===== config.mk =====
export PLATFORM = sky130hd
export DESIGN_NAME = pdio_top
export DESIGN_NICKNAME = d
export VERILOG_FILES = /design/src/rtl/pdio_pkg.sv /design/src/rtl/pdio_sync.sv /design/src/rtl/pdio_edge_id.sv /design/src/rtl/pdio_top.sv
export SDC_FILE = /design/constraint.sdc
export NUM_CORES = 1
export LEC_CHECK = 0
export BUFFER_PORTS_ARGS = -buffer_cell sky130_fd_sc_hd__buf_2
export CAP_MARGIN = 20
export CORE_ASPECT_RATIO = 1.75
export CORE_MARGIN = 8
export CORE_UTILIZATION = 28
export DETAILED_ROUTE_END_ITERATION = 10
export GPL_ROUTABILITY_DRIVEN = 1
export GPL_TIMING_DRIVEN = 0
export RECOVER_POWER = 25
export SLEW_MARGIN = 30
export SYNTH_ARGS = -nofsm -noshare
export SYNTH_HDL_FRONTEND = slang
export SYNTH_SLANG_ARGS = --single-unit
export TNS_END_PERCENT = 50

===== constraint.sdc =====
create_clock -name clk -period 3.9 [get_ports clk]
set_input_delay 0.78 -clock clk [delete_from_list [all_inputs] [get_ports clk]]
set_output_delay 0.78 -clock clk [all_outputs]
set_load 0.01 [all_outputs]

===== src/rtl/pdio_pkg.sv =====
package pdio_pkg;
    localparam int ADDR_W = 5;

    typedef enum logic [1:0] {
        PG_DIRECT   = 2'd0,
        PG_POLARITY = 2'd1,
        PG_ENABLE   = 2'd2,
        PG_IDENT    = 2'd3
    } page_e;

    localparam logic [ADDR_W-1:0] ADDR_PORT0 = 5'h10;
    localparam logic [ADDR_W-1:0] ADDR_PEND  = 5'h16;
    localparam logic [ADDR_W-1:0] ADDR_PAGE  = 5'h17;
    localparam logic [ADDR_W-1:0] ADDR_WIN0  = 5'h18;
    localparam int               LOCK_W     = 6;
endpackage


===== src/rtl/pdio_sync.sv =====
module pdio_sync #(
    parameter int WIDTH  = 48,
    parameter int STAGES = 2
) (
    input  logic             clk,
    input  logic             rst_n,
    input  logic [WIDTH-1:0] async_in,
    output logic [WIDTH-1:0] sync_out
);
    logic [STAGES-1:0][WIDTH-1:0] chain_d, chain_q;

    always_comb begin
        chain_d[0] = async_in;
        for (int s = 1; s < STAGES; s++) begin
            chain_d[s] = chain_q[s-1];
        end
    end

    always_ff @(posedge clk) begin
        if (!rst_n) chain_q <= '0;
        else        chain_q <= chain_d;
    end

    assign sync_out = chain_q[STAGES-1];
endmodule


===== src/rtl/pdio_edge_id.sv =====
module pdio_edge_id #(
    parameter int WIDTH = 24
) (
    input  logic             clk,
    input  logic             rst_n,
    input  logic [WIDTH-1:0] level,
    input  logic [WIDTH-1:0] polarity,
    input  logic [WIDTH-1:0] enable,
    input  logic [WIDTH-1:0] clear_mask,
    output logic [WIDTH-1:0] id_bits
);
    typedef struct packed {
        logic [WIDTH-1:0] prev;
        logic [WIDTH-1:0] id;
    } edge_state_t;

    edge_state_t st_d, st_q;
    logic [WIDTH-1:0] rise, fall, hit;

    always_comb begin
        rise    = level & ~st_q.prev;
        fall    = ~level & st_q.prev;
        hit     = enable & ((polarity & rise) | (~polarity & fall));
        st_d    = st_q;
        st_d.prev = level;
        // a fresh edge outranks a clear in the same cycle
        st_d.id = (st_q.id & ~clear_mask) | hit;
    end

    always_ff @(posedge clk) begin
        if (!rst_n) st_q <= '0;
        else        st_q <= st_d;
    end

    assign id_bits = st_q.id;
endmodule


===== src/rtl/pdio_top.sv =====
module pdio_top
    import pdio_pkg::*;
#(
    parameter int NUM_PORTS   = 6,
    parameter int IRQ_PORTS   = 3,
    parameter int SYNC_STAGES = 2
) (
    input  logic                   clk,
    input  logic                   rst_n,
    input  logic [4:0]             bus_addr,
    input  logic                   bus_wr,
    input  logic [7:0]             bus_wdata,
    output logic [7:0]             bus_rdata,
    input  logic [8*NUM_PORTS-1:0] pin_in,
    output logic [8*NUM_PORTS-1:0] pin_pull_low,
    output logic                   irq
);
    localparam int PIN_W = 8 * NUM_PORTS;
    localparam int IRQ_W = 8 * IRQ_PORTS;

    typedef struct packed {
        logic [PIN_W-1:0]  port;
        page_e             page;
        logic [LOCK_W-1:0] lock;
        logic [IRQ_W-1:0]  pol;
        logic [IRQ_W-1:0]  ena;
    } regs_t;

    regs_t r_d, r_q;

    logic [PIN_W-1:0]     pin_level;
    logic [IRQ_W-1:0]     id_bits;
    logic [IRQ_W-1:0]     id_clear;
    logic [IRQ_PORTS-1:0] pend;

    pdio_sync #(.WIDTH(PIN_W), .STAGES(SYNC_STAGES)) sync_i (
        .clk      (clk),
        .rst_n    (rst_n),
        .async_in (pin_in),
        .sync_out (pin_level)
    );

    pdio_edge_id #(.WIDTH(IRQ_W)) edge_i (
        .clk        (clk),
        .rst_n      (rst_n),
        .level      (pin_level[IRQ_W-1:0]),
        .polarity   (r_q.pol),
        .enable     (r_q.ena),
        .clear_mask (id_clear),
        .id_bits    (id_bits)
    );

    for (genvar g = 0; g < IRQ_PORTS; g++) begin : g_pend
        assign pend[g] = |id_bits[8*g +: 8];
    end

    assign irq          = |pend;
    assign pin_pull_low = r_q.port;

    // register write decode
    always_comb begin
        r_d      = r_q;
        id_clear = '0;
        if (bus_wr) begin
            for (int p = 0; p < NUM_PORTS; p++) begin
                if (bus_addr == ADDR_PORT0 + 5'(p) && !r_q.lock[p]) begin
                    r_d.port[8*p +: 8] = bus_wdata;
                end
            end
            if (bus_addr == ADDR_PAGE) begin
                r_d.page = page_e'(bus_wdata[7:6]);
                r_d.lock = bus_wdata[LOCK_W-1:0];
            end
            for (int k = 0; k < IRQ_PORTS; k++) begin
                if (bus_addr == ADDR_WIN0 + 5'(k)) begin
                    case (r_q.page)
                        PG_POLARITY: r_d.pol[8*k +: 8] = bus_wdata;
                        PG_ENABLE:   r_d.ena[8*k +: 8] = bus_wdata;
                        PG_IDENT:    id_clear[8*k +: 8] = ~bus_wdata;
                        default:     ;
                    endcase
                end
            end
        end
    end

    // read mux
    always_comb begin
        bus_rdata = '0;
        for (int p = 0; p < NUM_PORTS; p++) begin
            if (bus_addr == ADDR_PORT0 + 5'(p)) bus_rdata = pin_level[8*p +: 8];
        end
        if (bus_addr == ADDR_PEND) bus_rdata = 8'(pend);
        if (bus_addr == ADDR_PAGE) bus_rdata = {r_q.page, r_q.lock};
        for (int k = 0; k < IRQ_PORTS; k++) begin
            if (bus_addr == ADDR_WIN0 + 5'(k)) begin
                case (r_q.page)
                    PG_POLARITY: bus_rdata = r_q.pol[8*k +: 8];
                    PG_ENABLE:   bus_rdata = r_q.ena[8*k +: 8];
                    PG_IDENT:    bus_rdata = id_bits[8*k +: 8];
                    default:     bus_rdata = '0;
                endcase
            end
        end
    end

    always_ff @(posedge clk) begin
        if (!rst_n) r_q <= '0;
        else        r_q <= r_d;
    end
endmodule


* Yosys cells after proc, flatten, opt, wreduce, memory -nomap -nowiden *
Cells that the tools add are included.

cells by class
  equal/unequal tests = 14
  mux-type cells = 19
  bitwise gates (word level) = 13
  reduce and logical (&&, ||, !) cells = 29

operators by type and width
  kind                                                             number
  24-bit bitwise AND                                               6
  8-bit two-way mux                                                15
  24-bit inverter                                                  4
  8-bit one-hot mux with 3 select lines                            3
  5-bit == test, second input constant                             11
  24-bit OR                                                        2
  24-bit two-way mux                                               1
  24-bit OR reduction                                              1
  8-bit OR reduction                                               3
  3-bit AND reduction                                              6
  2-bit AND reduction                                              7
  8-bit inverter                                                   1
  1-bit logical AND                                                6
  1-bit zero test                                                  6
  2-bit == test, second input constant                             2
  2-bit by 1-bit == test with 1-bit output, second input constant  1

word-level totals
  register bits = 248
  input bits = 64
  output and inout port bits = 57
  word-level logic and storage cells = 93

* Longest topological paths before layout *
  word-level depth = 12
  depth in mapped cells = 7

* By module *
A second synthesis with hierarchy kept.

second synthesis, totals
  cells, all modules = 1049
  area, all modules = 10905.5 µm²

by module, submodules not included
  module        instances  cells an instance  area an instance (µm²)  seq. area each (µm²)
  pdio_top      1          650                6120.9                  2082.0
  pdio_sync     1          202                2603.7                  1921.8
  pdio_edge_id  1          197                2180.8                  960.9

* Worst setup path after synthesis *
OpenSTA, ideal clock, no wires.

  path type = input to output
  start point = input bus_addr[0]
  end point = output bus_rdata[0]
  arrival = 1.898 ns
  data required time = 3.120 ns
  setup slack = 1.222 ns
  cell stages on the path = 6
  buffers on the path = 3
  cells stage by stage = buf_4 -> buf_4 -> buf_2 -> mux2_2 -> a22oi_1 -> o221ai_1

between the ends
  word-level cells in the longest chain between the ends = 12

RTL lines
  element                         RTL line        text
  start: declaration              pdio_top.sv:10  input logic [4:0] bus_addr,
  5-bit == test                   pdio_top.sv:91  if (bus_addr == ADDR_PORT0 + 5'(p)) bus_rdata = pin_level[8*p +: 8];
  8-bit two-way mux (6 in a row)  pdio_top.sv:91
  8-bit two-way mux               pdio_top.sv:93  if (bus_addr == ADDR_PEND) bus_rdata = 8'(pend);
  8-bit two-way mux               pdio_top.sv:94  if (bus_addr == ADDR_PAGE) bus_rdata = {r_q.page, r_q.lock};
  8-bit two-way mux (2 in a row)  pdio_top.sv:96  if (bus_addr == ADDR_WIN0 + 5'(k)) begin
  8-bit two-way mux (*)           pdio_top.sv:96
  end: declaration                pdio_top.sv:13  output logic [7:0] bus_rdata,

Every way passes the cells marked *; elsewhere a longest branch is shown, timed or not.

* Final worst setup path *
  start point = register r_q[54] (netlist name)
  end point = output bus_rdata[4]

between the ends
  word-level cells in the longest chain between the ends = 5

RTL lines
  element                                                                    RTL line         text
  start: declaration                                                         pdio_top.sv:29   regs_t r_d, r_q;
  start signal: assignment                                                   pdio_top.sv:109  else r_q <= r_d;
  2-bit == test or 2-bit by 1-bit == test with 1-bit output (tied branches)  pdio_top.sv:97   case (r_q.page)
  8-bit one-hot mux with 3 select lines                                      pdio_top.sv:97
  8-bit two-way mux (2 in a row)                                             pdio_top.sv:96
  8-bit two-way mux (*)                                                      pdio_top.sv:96

Marked as above.

==> results.txt <==
pin count of the biggest net entering global routing: 15
Post-Syn Instances: 1,163
total power: 5494 uW
remaining routing DRC violations: 0
DR vias: 8,360
Placer Congestion: 0.9208
worst hold slack: 0.4166 ns
clk_skew: 0.03086 ns
Reg-to-Reg End: r_q[29]$_SDFFE_PN0P_
top-count cell post-synth: dfxtp_1
register clock-pin slew on the reported worst setup and hold paths: 0.07 ns
syn_area_per_cell: 9.092 um2
Crit path top cell by count: buf_2
Post-synth ARST share: 0%
initial antenna violation count: 0
Fin. Hold Viols: 0
worst hold path class: reg -> reg
crit path cell chain: buf_2, buf_4, mux2_2, nand2_1, o21ai_0, a22oi_1, o221ai_1, buf_2
Final Critical Period: 3.549 ns
crit path DAT: 2.77 ns
synthesized area: 0.01057 mm2
Slowest cell on crit path: a22oi_1
Rows: 94
Power Dens Cells: 434.9 mW/mm2
WHS Path Cells: 1
ANT cells: 0
R2R Setup Slk: 1.95 ns
Root Buffer: clkbuf_16
combinational power share: 5.1%
TritonCTS clock tree: built
vias per inst: 4.632
Synth top cells by count: dfxtp_1 (248), nand2_1 (178), and2_1 (121)
first-pass GRT wire length: 51.68 mm
Buf+Inv Stages, Crit Path: 3
synthesis-to-finish area growth: 19.47%
delay-heaviest family, CP: compound AO/OA/AOI/OAI gates
Initial Utilization: 28.27%
Avg WL per Cell: 19.35 um
core area: 0.03740 mm2
total track usage: 15.43%
vias in the first global route: 8,416
Pint: 4239 uW
Hold Crit Endpoint: sync_i.sync_out[30]$_SDFF_PN0_
Final Slew Violations: 0
NetSw: 1255 uW
Seq cells post-synth: 248
slowest stage delay, CP: 0.46 ns
crit path max fanout: 10
crit share post-route: 91.00%
Most used DFF post-synth: dfxtp_1
post-synthesis sequential area ratio: 46.95%
RSZ-0062 raised after global routing: false
Slew headroom: 28.74%
DRT Pass-1 Iters: 5
RR Startpoint: r_q[55]$_SDFFE_PN0P_
xor/xnor share of the synthesized area: 0%
final setup TNS: 0 ns
share of layout cells above drive strength 1: 21.74%
largest family of logic cells by synthesized area: simple AND/OR/NAND/NOR gates
Top-Level Pins: 121
Worst Hold Launch: sync_i.chain_d[78]$_SDFF_PN0_
Die Y-Extent: 273.1 um
WS Path Type: reg -> out
slew at the pin with the worst max-slew slack: 1.069 ns
post-synthesis mux area share: 8.839%
Setup crit start kind: flip-flop
Synth area leader: dfxtp_1
worst reg-to-reg path cell count: 6
fmax: 281.8 MHz
initial DRC count: 531
clock buffer depth: 3
antenna viol nets, final: 0
Leakage: 0.005179 uW
status: completed
synth top area cells: dfxtp_1 (47%), and2_1 (7.2%), nand2_1 (6.3%)
post-synth net total: 1,227
Synth Area in Simple Gates: 23.19%
peak supply drop: 0.0003508 V
Critical Path RT: 3.12 ns
Die X: 162.9 um
synth warn: 0
Adder-Cell Fraction of Synth Area: 0%
Post CTS Setup Buffer Count: 0
clock sinks: 248
Worst-Skew Late Latency: 0.56 ns
switching portion of total power: 22.84%
GRT overflow: 0
max_cap viols: 0
Compound-Gate Fraction of Synth Area: 13.96%
total wire length: 34.92 mm
Nets: 1,371
clock buffer count from CTS: 25
Hold-fix buffers, CTS: 0
Final setup viols: 0
number of synthesized flops with an enable pin: 0
dpl hpwl: 27.33 mm
sequential share of power: 47.7%
Die ar.: 0.04448 mm2
top-area cell type share of the netlist area: 46.95%
IO buf count: 116
Crit. End Element: primary output
PostCTS Resize Cnt: 0
post-synthesis cell type count: 53
CTS H-tree depth: 1
Clock power frac: 47.2%
## metrics by stage
stage / util, % / cells / worst slack (ns) / instance area (um2)
after floorplan: - / 1163 / 1.222 / 10570
after global placement: 31.43 / 1759 / 0.4228 / 11760
after detailed placement: 31.46 / 1760 / 0.4434 / 11770
after CTS: 33.77 / 1805 / 0.3189 / 12630
after global routing: 33.77 / 1805 / 0.2676 / 12630
final: 33.77 / 1805 / 0.3509 / 12630
## per-layer routing
metal  track usage [%]  part of all wire (%)
met5                 0                     0
met4             9.089                   6.0
met2             28.96                    53
met3             2.366                   4.9
met1             15.71                    37
## sequential cells by signal (all words and copies together), names as in the netlist
signal	count
sync_i.chain_d	48
edge_i.st_q	24
r_q	56
sync_i.sync_out	48
edge_i.id_bits	24
pin_pull_low	48
## cell families after synthesis
family | Yosys count
simple gates | 462
compound gates | 233
mux | 90
flops | 248
buf+inv | 130
## cell type report
cell class | instances | area (um2)
fillers | 3917 | 24770
flip-flops and latches | 248 | 4965
multi-input cells | 785 | 4863
plain buffers | 125 | 726.9
clock buffers | 31 | 658.1
well taps | 480 | 600.6
repair buffers | 117 | 591.8
clock inverters | 14 | 207.7
inverters | 5 | 18.77
## power by group through the flow
stage          sequential [uW]  combinational, uW  clock [uW]
2_1_floorplan             2660                166           0
3_3_place_gp              2680                285           0
3_5_place_dp              2680                287           0
4_1_cts                   2620                288        2640
5_1_grt                   2620                308        2740
6_report                  2620                281        2590
## cells in the final DEF (no fill, tap or decap), types with 6 or more instances in the layout
master	instances
a21boi_0	69
a22oi_1	13
and2_0	26
and2_1	95
buf_2	132
buf_4	58
clkbuf_1	50
clkbuf_16	25
dfxtp_1	248
mux2_2	27
mux2i_1	63
nand2_1	178
nand2b_1	6
nand3_1	16
nor2_1	31
nor2b_1	60
nor4_1	7
o21ai_0	113
or2_2	8
## worst reg2reg max path, delay by kind of cell (launching register included)
kind,cells,cell delay (ns)
flops,1,0.30
simple gates,1,0.12
compound gates,2,0.38
buf+inv,3,1.06
## worst max path at each step
stage	from	endpoint	slack (ns)	cells past startpoint
finish	r_q[54]$_SDFFE_PN0P_	bus_rdata[4]	0.35	8
CTS	r_q[54]$_SDFFE_PN0P_	bus_rdata[2]	0.32	8
floorplan	bus_addr[0]	bus_rdata[0]	1.22	6
global route	r_q[54]$_SDFFE_PN0P_	bus_rdata[4]	0.27	8
global placement	bus_addr[0]	bus_rdata[0]	0.42	8
detailed placement	bus_addr[0]	bus_rdata[2]	0.44	8
(Power assumes the default switching activity.)
